[config.mk]
export PLATFORM = sky130hd
export DESIGN_NAME = uart_rx_top
export DESIGN_NICKNAME = d
export VERILOG_FILES = /design/src/rtl/uart_rx_pkg.sv /design/src/rtl/rx_baud_tick.sv /design/src/rtl/rx_frame_sampler.sv /design/src/rtl/rx_status_regs.sv /design/src/rtl/uart_rx_top.sv
export SDC_FILE = /design/constraint.sdc
export NUM_CORES = 1
export LEC_CHECK = 0
export BUFFER_PORTS_ARGS = -buffer_cell sky130_fd_sc_hd__buf_2
export CAP_MARGIN = 10
export CORE_MARGIN = 5
export CORE_UTILIZATION = 51
export DETAILED_ROUTE_END_ITERATION = 8
export GPL_ROUTABILITY_DRIVEN = 0
export GPL_TIMING_DRIVEN = 0
export MAX_ROUTING_LAYER = met4
export PLACE_DENSITY = 0.71
export SLEW_MARGIN = 20
export SYNTH_ARGS = -nofsm -noshare
export SYNTH_HDL_FRONTEND = slang
export SYNTH_SLANG_ARGS = --single-unit
export TNS_END_PERCENT = 10
[constraint.sdc]
create_clock -name clk -period 3.53 [get_ports clk]
set_clock_uncertainty 0.05 [all_clocks]
set_input_delay 0.5295 -clock clk [delete_from_list [all_inputs] [get_ports clk]]
set_output_delay 0.5295 -clock clk [all_outputs]
set_load 0.01 [all_outputs]
[src/rtl/uart_rx_pkg.sv]
package uart_rx_pkg;
  localparam int REG_AW = 2;
  localparam logic [REG_AW-1:0] ADDR_DATA = 2'd0;
  localparam logic [REG_AW-1:0] ADDR_STAT = 2'd1;
  localparam logic [REG_AW-1:0] ADDR_CTRL = 2'd2;

  localparam int ST_DONE = 7;
  localparam int ST_FE   = 4;
  localparam int ST_OVR  = 3;

  localparam int CT_IRQEN = 7;
  localparam int CT_RXEN  = 4;
  localparam int CT_NINE  = 2;
  localparam int CT_BIT9  = 1;

  localparam int CHAR_MAX = 9;

  typedef enum logic [1:0] {SM_IDLE, SM_START, SM_DATA, SM_STOP} smp_state_e;

  typedef struct packed {
    logic [CHAR_MAX-1:0] bits;
    logic                stop_ok;
  } rx_frame_t;
endpackage

[src/rtl/rx_baud_tick.sv]
module rx_baud_tick #(
  parameter int DIV_W = 16
) (
  input  logic             clk,
  input  logic             rst_n,
  input  logic [DIV_W-1:0] div,
  output logic             tick
);
  logic [DIV_W-1:0] cnt_q;

  always_comb tick = (cnt_q >= div);

  always_ff @(posedge clk) begin
    if (!rst_n)    cnt_q <= '0;
    else if (tick) cnt_q <= '0;
    else           cnt_q <= cnt_q + 1'b1;
  end
endmodule

[src/rtl/rx_frame_sampler.sv]
module rx_frame_sampler
  import uart_rx_pkg::*;
#(
  parameter int OSR = 16
) (
  input  logic      clk,
  input  logic      rst_n,
  input  logic      enable,
  input  logic      nine,
  input  logic      tick,
  input  logic      rxd,
  output logic      frm_valid,
  output rx_frame_t frm
);
  localparam int PW     = $clog2(OSR);
  localparam int MID    = OSR / 2;
  localparam int IW     = $clog2(CHAR_MAX + 1);
  localparam logic [PW-1:0] PH_V0   = PW'(MID - 1);
  localparam logic [PW-1:0] PH_V1   = PW'(MID);
  localparam logic [PW-1:0] PH_DEC  = PW'(MID + 1);
  localparam logic [PW-1:0] PH_LAST = PW'(OSR - 1);

  logic [1:0]          sync_q;
  logic                rxd_s;
  smp_state_e          state_q;
  logic [PW-1:0]       phase_q;
  logic [1:0]          votes_q;
  logic [IW-1:0]       idx_q;
  logic [CHAR_MAX-1:0] shreg_q;
  logic                maj;
  logic [IW-1:0]       last_idx;

  assign rxd_s    = sync_q[1];
  assign maj      = (votes_q[1] & votes_q[0]) | (votes_q[1] & rxd_s) | (votes_q[0] & rxd_s);
  assign last_idx = nine ? IW'(CHAR_MAX - 1) : IW'(CHAR_MAX - 2);

  always_ff @(posedge clk) begin
    if (!rst_n) sync_q <= 2'b11;
    else        sync_q <= {sync_q[0], rxd};
  end

  always_ff @(posedge clk) begin
    if (!rst_n) begin
      state_q   <= SM_IDLE;
      phase_q   <= '0;
      votes_q   <= 2'b11;
      idx_q     <= '0;
      shreg_q   <= '0;
      frm_valid <= 1'b0;
      frm       <= '0;
    end else begin
      frm_valid <= 1'b0;
      if (!enable) begin
        state_q <= SM_IDLE;
        phase_q <= '0;
      end else if (tick) begin
        if (state_q == SM_IDLE) begin
          if (!rxd_s) begin
            state_q <= SM_START;
            phase_q <= PW'(1);
          end
        end else begin
          phase_q <= (phase_q == PH_LAST) ? '0 : phase_q + 1'b1;
          if (phase_q == PH_V0 || phase_q == PH_V1)
            votes_q <= {votes_q[0], rxd_s};
          if (phase_q == PH_DEC) begin
            case (state_q)
              SM_START: begin
                if (maj) begin
                  state_q <= SM_IDLE;
                end else begin
                  state_q <= SM_DATA;
                  idx_q   <= '0;
                  shreg_q <= '0;
                end
              end
              SM_DATA: begin
                shreg_q[idx_q] <= maj;
                if (idx_q == last_idx) state_q <= SM_STOP;
                else                   idx_q   <= idx_q + 1'b1;
              end
              SM_STOP: begin
                frm_valid   <= 1'b1;
                frm.stop_ok <= maj;
                frm.bits    <= nine ? shreg_q : {1'b0, shreg_q[CHAR_MAX-2:0]};
                state_q     <= SM_IDLE;
              end
              default: state_q <= SM_IDLE;
            endcase
          end
        end
      end
    end
  end
endmodule

[src/rtl/rx_status_regs.sv]
module rx_status_regs
  import uart_rx_pkg::*;
(
  input  logic              clk,
  input  logic              rst_n,
  input  logic              reg_wr,
  input  logic              reg_rd,
  input  logic [REG_AW-1:0] reg_addr,
  input  logic [7:0]        reg_wdata,
  output logic [7:0]        reg_rdata,
  input  logic              frm_valid,
  input  rx_frame_t         frm,
  output logic              ctl_rx_en,
  output logic              ctl_nine,
  output logic              ctl_irq_en,
  output logic              flag_done,
  output logic              flag_fe,
  output logic              flag_ovr,
  output logic [7:0]        hold_data,
  output logic              hold_bit9,
  output logic              irq
);
  logic rd_data;
  logic accept;
  logic still_full;
  logic unused_wbits;

  assign rd_data      = reg_rd && (reg_addr == ADDR_DATA);
  assign accept       = frm_valid && ctl_rx_en;
  assign still_full   = flag_done && !rd_data;
  assign unused_wbits = ^{reg_wdata[6:5], reg_wdata[3], reg_wdata[1:0]};
  assign irq          = flag_done & ctl_irq_en;

  always_ff @(posedge clk) begin
    if (!rst_n) begin
      ctl_rx_en  <= 1'b0;
      ctl_nine   <= 1'b0;
      ctl_irq_en <= 1'b0;
    end else if (reg_wr && reg_addr == ADDR_CTRL) begin
      ctl_irq_en <= reg_wdata[CT_IRQEN];
      ctl_rx_en  <= reg_wdata[CT_RXEN];
      ctl_nine   <= reg_wdata[CT_NINE];
    end
  end

  always_ff @(posedge clk) begin
    if (!rst_n) begin
      flag_done <= 1'b0;
      flag_fe   <= 1'b0;
      flag_ovr  <= 1'b0;
      hold_data <= '0;
      hold_bit9 <= 1'b0;
    end else if (accept && still_full) begin
      flag_ovr <= 1'b1;
    end else if (accept) begin
      hold_data <= frm.bits[7:0];
      hold_bit9 <= frm.bits[CHAR_MAX-1];
      flag_fe   <= !frm.stop_ok;
      flag_ovr  <= 1'b0;
      flag_done <= 1'b1;
    end else if (rd_data) begin
      flag_done <= 1'b0;
    end
  end

  always_comb begin
    reg_rdata = '0;
    case (reg_addr)
      ADDR_DATA: reg_rdata = hold_data;
      ADDR_STAT: begin
        reg_rdata[ST_DONE] = flag_done;
        reg_rdata[ST_FE]   = flag_fe;
        reg_rdata[ST_OVR]  = flag_ovr;
      end
      ADDR_CTRL: begin
        reg_rdata[CT_IRQEN] = ctl_irq_en;
        reg_rdata[CT_RXEN]  = ctl_rx_en;
        reg_rdata[CT_NINE]  = ctl_nine;
        reg_rdata[CT_BIT9]  = hold_bit9;
      end
      default: reg_rdata = '0;
    endcase
  end
endmodule

[src/rtl/uart_rx_top.sv]
module uart_rx_top
  import uart_rx_pkg::*;
#(
  parameter int OSR   = 16,
  parameter int DIV_W = 16
) (
  input  logic              clk,
  input  logic              rst_n,
  input  logic              rxd,
  input  logic [DIV_W-1:0]  baud_div,
  input  logic              reg_wr,
  input  logic              reg_rd,
  input  logic [REG_AW-1:0] reg_addr,
  input  logic [7:0]        reg_wdata,
  output logic [7:0]        reg_rdata,
  output logic              irq
);
  logic      tick;
  logic      frm_valid;
  rx_frame_t frm;
  logic      ctl_rx_en;
  logic      ctl_nine;
  logic      ctl_irq_en;
  logic      flag_done;
  logic      flag_fe;
  logic      flag_ovr;
  logic [7:0] hold_data;
  logic      hold_bit9;

  rx_baud_tick #(.DIV_W(DIV_W)) u_tick (
    .clk  (clk),
    .rst_n(rst_n),
    .div  (baud_div),
    .tick (tick)
  );

  rx_frame_sampler #(.OSR(OSR)) u_smp (
    .clk      (clk),
    .rst_n    (rst_n),
    .enable   (ctl_rx_en),
    .nine     (ctl_nine),
    .tick     (tick),
    .rxd      (rxd),
    .frm_valid(frm_valid),
    .frm      (frm)
  );

  rx_status_regs u_regs (
    .clk       (clk),
    .rst_n     (rst_n),
    .reg_wr    (reg_wr),
    .reg_rd    (reg_rd),
    .reg_addr  (reg_addr),
    .reg_wdata (reg_wdata),
    .reg_rdata (reg_rdata),
    .frm_valid (frm_valid),
    .frm       (frm),
    .ctl_rx_en (ctl_rx_en),
    .ctl_nine  (ctl_nine),
    .ctl_irq_en(ctl_irq_en),
    .flag_done (flag_done),
    .flag_fe   (flag_fe),
    .flag_ovr  (flag_ovr),
    .hold_data (hold_data),
    .hold_bit9 (hold_bit9),
    .irq       (irq)
  );
endmodule

==> results.md <==
- Register area share after synthesis: 37.1%
- Area of the core: 0.00676 mm^2
- CP arrival: 2.89 ns
- Row Count: 30
- DRT Pass-1 Iters: 4
- Switching power: 346 uW
- Gr usage total: 18.2%
- Maximum clock rate: 374 MHz
- Post-CTS setup buffer count: 0
- Iteration-0 DRC Markers: 95
- Vias post-DR: 2899
- Most used DFF post-synth: dfxtp_1
- RSZ-0062 raised after global routing: no
- Post-DRT Antenna Nets: 0
- Reg-to-Reg Start: u_tick.cnt_q[0]
- Global-route wire length before repair: 12400 um
- #FFs+latches synth: 65
- Data required, critical path: 3.75 ns
- Worst slew margin: 63.0%
- Worst-Skew Late Latency: 0.33 ns
- CTS Buf Count: 9
- Crit Path Category: register to register
- Initial core utilization: 52.0%
- Fillers: 608
- Final instance area: 0.00399 mm^2
- Leak pwr: 1.69 nW
- Maxcap violations: 0
- Initial antenna violation count: 0
- Mapped Nets: 474
- Post-cts hold buffer count: 0
- WL final: 7280 um
- Total die area: 0.00864 mm^2
- Status: completed
- Minimum clock period: 2.67 ns
- Sequential power share: 49.0%
- CTS tree: done
- Die Width: 93.0 um
- # diodes: 0
- CP Launch Point: u_tick.cnt_q[0]
- Setup crit start kind: register
- Synth unique cells: 46
- Clock share of power: 46.6%
- Drt drc: 0
- PnR Total Power: 1.52 mW
- Number of synthesized flops with an enable pin: 0
- Crit end category: register
- Detailed placement HPWL: 5430 um
- WL per Instance: 13.4 um
- CP max FO: 10
- Grt ovf: 0
- Endpoints failing setup: 0
- Final period util: 75.7%
- Largest net degree at the start of global routing: 14
- Reg clk slew, reported paths: 0.08 ns
- Routed vias/inst: 5.36
- Syn Inst Count: 414
- Yosys warns: 0
- Post-synth ARST share: 0%
- CTS root buffer: clkbuf_8
- Placement-stage cell area: 0.00377 mm^2
- Hold/Removal Path Class: input port to register
- Gate power share: 4.4%
- Sw Ratio: 22.8%
- TritonCTS Sinks: 65
- Port bufs: 31
- Max rail drop VDD: 0.000211 V
- CTS H-tree lvls: 3
- Hold Fails Final Rpt: 0
- Setup TNS: 0 ns
- Vias in the first global route: 2749
- Layout cells sized above 1: 13.0%
- Post_cts resized: 0
- Worst Tran Pin Value: 0.541 ns
- Pint: 1.17 mW
- Die height: 93.0 um
- Reg2Reg Depth: 10
- Power per cell area: 380 mW/mm^2
- Cell area after synthesis: 0.00351 mm^2
- Hold path cells: 2
- Fin nets: 516
- Max-slew violations: 0
- Hold path start: rxd
- Synthesis-to-layout area growth: 13.7%
- Post-synthesis average cell area: 8.48 um^2
- Io pins: 40
- Clock Tree Buf Depth: 2
[layer usage]
layer | part of all wire [%] | vias up | wire length, um | global-route usage, %
li1 | - | 1501 | - | -
met1 | 49 | 1333 | 3560 | 23.2
met2 | 46 | 57 | 3340 | 28.4
met3 | 4.1 | 8 | 298 | 3.86
met4 | 1.1 | 0 | 79 | 7.08
met5 | 0 | - | 0 | -
[cells in the mapped netlist (all sizes together) (2+ instances only)]
cell type | count | area, um^2
dfxtp | 65 | 1300
nand2 | 65 | 244
nor2 | 30 | 113
ha | 29 | 363
mux2i | 27 | 270
inv | 26 | 97.6
a21oi | 18 | 90.1
nor2b | 17 | 106
nand3 | 16 | 80.1
a21o | 12 | 91.3
clkbuf | 12 | 46.3
o21ai | 11 | 55.1
xor2 | 9 | 78.8
and3 | 8 | 51.3
a21boi | 7 | 52.6
and2 | 6 | 37.5
nor3 | 6 | 35.0
nand2b | 5 | 31.3
nand4 | 5 | 31.3
xnor2 | 5 | 43.8
and4 | 4 | 35.0
buf | 4 | 25.0
nand3b | 3 | 22.5
o21a | 3 | 22.5
o22ai | 3 | 18.8
a311oi | 2 | 17.5
a32o | 2 | 20.0
or4 | 2 | 18.8
[flip-flops by register name, indices dropped and copies added, names as in the netlist]
signal / count
u_smp.idx_q: 4
u_smp.frm_valid: 1
u_regs.ctl_rx_en: 1
u_regs.ctl_nine: 1
u_smp.frm: 10
u_regs.hold_data: 8
u_regs.flag_done: 1
u_regs.flag_ovr: 1
u_smp.shreg_q: 9
u_regs.flag_fe: 1
u_regs.ctl_irq_en: 1
u_smp.sync_q: 2
u_tick.cnt_q: 16
u_smp.phase_q: 4
u_smp.state_q: 2
u_smp.votes_q: 2
u_regs.hold_bit9: 1
[final cells by class]
type	count	area (um^2)	share of cell area, %
Buffer	16	71.3	1.79
Clock buffer	9	124	3.10
Clock inverter	7	103	2.57
Inverter	26	97.6	2.44
Multi-Input combinational cell	307	2040	51.1
Sequential cell	65	1300	32.6
Tap cell	80	100	2.51
Timing Repair Buffer	31	155	3.89
[path summary, 6_finish.rpt]
check               endpoint  slack, ns
min reg2reg  u_smp.sync_q[1]       0.36
max          u_tick.cnt_q[8]       0.86
max reg2reg  u_tick.cnt_q[8]       0.86
min          u_smp.sync_q[0]       0.32
[through the flow]
step | utilization, % | cells | setup slack, ns | hold WS, ns
after global routing | 59.1 | 541 | 0.682 | 0.310
after global placement | 55.7 | 525 | 0.663 | 0.340
after detailed placement | 55.7 | 525 | 0.685 | 0.345
final | 59.1 | 541 | 0.857 | 0.316
after floorplan | - | 414 | 1.09 | 0.336
after CTS | 59.1 | 541 | 0.875 | 0.310
[layout by cell type, fill, tap and decap left out, types with 16 or more instances in the layout]
cell type  instances
mux2i_1           27
ha_1              29
nor2b_1           17
inv_1             26
a21oi_1           18
nand2_1           65
buf_2             33
dfxtp_1           65
nand3_1           16
nor2_1            30
[power groups by stage]
stage | sequential (mW) | clock [mW] | combinational [mW]
after CTS | 0.744 | 0.719 | 0.0669
after detailed placement | 0.761 | 0 | 0.0664
after global routing | 0.744 | 0.762 | 0.0757
after global placement | 0.761 | 0 | 0.0646
after floorplan | 0.759 | 0 | 0.0418
final | 0.744 | 0.707 | 0.0661
[worst max-delay path: stages (launching register included)]
cell and delay (ns):
dfxtp_1 0.37, inv_1 0.06, ha_1 0.25, nand2b_1 0.14, a2111oi_0 0.55, nand3b_1 0.22
and3_1 0.16, clkbuf_2 0.20, nand2_1 0.17, clkbuf_1 0.28, nor2_1 0.16
[cell families (layout without fill, tap and decap cells)]
kind of cell | count (synthesis) | count (layout) | synth area share [%]
XOR/XNOR | 14 | 14 | 3.49
adder cells (fa/ha/maj) | 30 | 30 | 10.6
flip-flops | 65 | 65 | 37.1
multiplexers | 27 | 27 | 7.70
buffers and inverters | 42 | 89 | 4.81
AND/OR/NAND/NOR | 170 | 170 | 23.8
AO/OA/AOI/OAI | 66 | 66 | 12.5
Power figures use the tool's default switching activity.
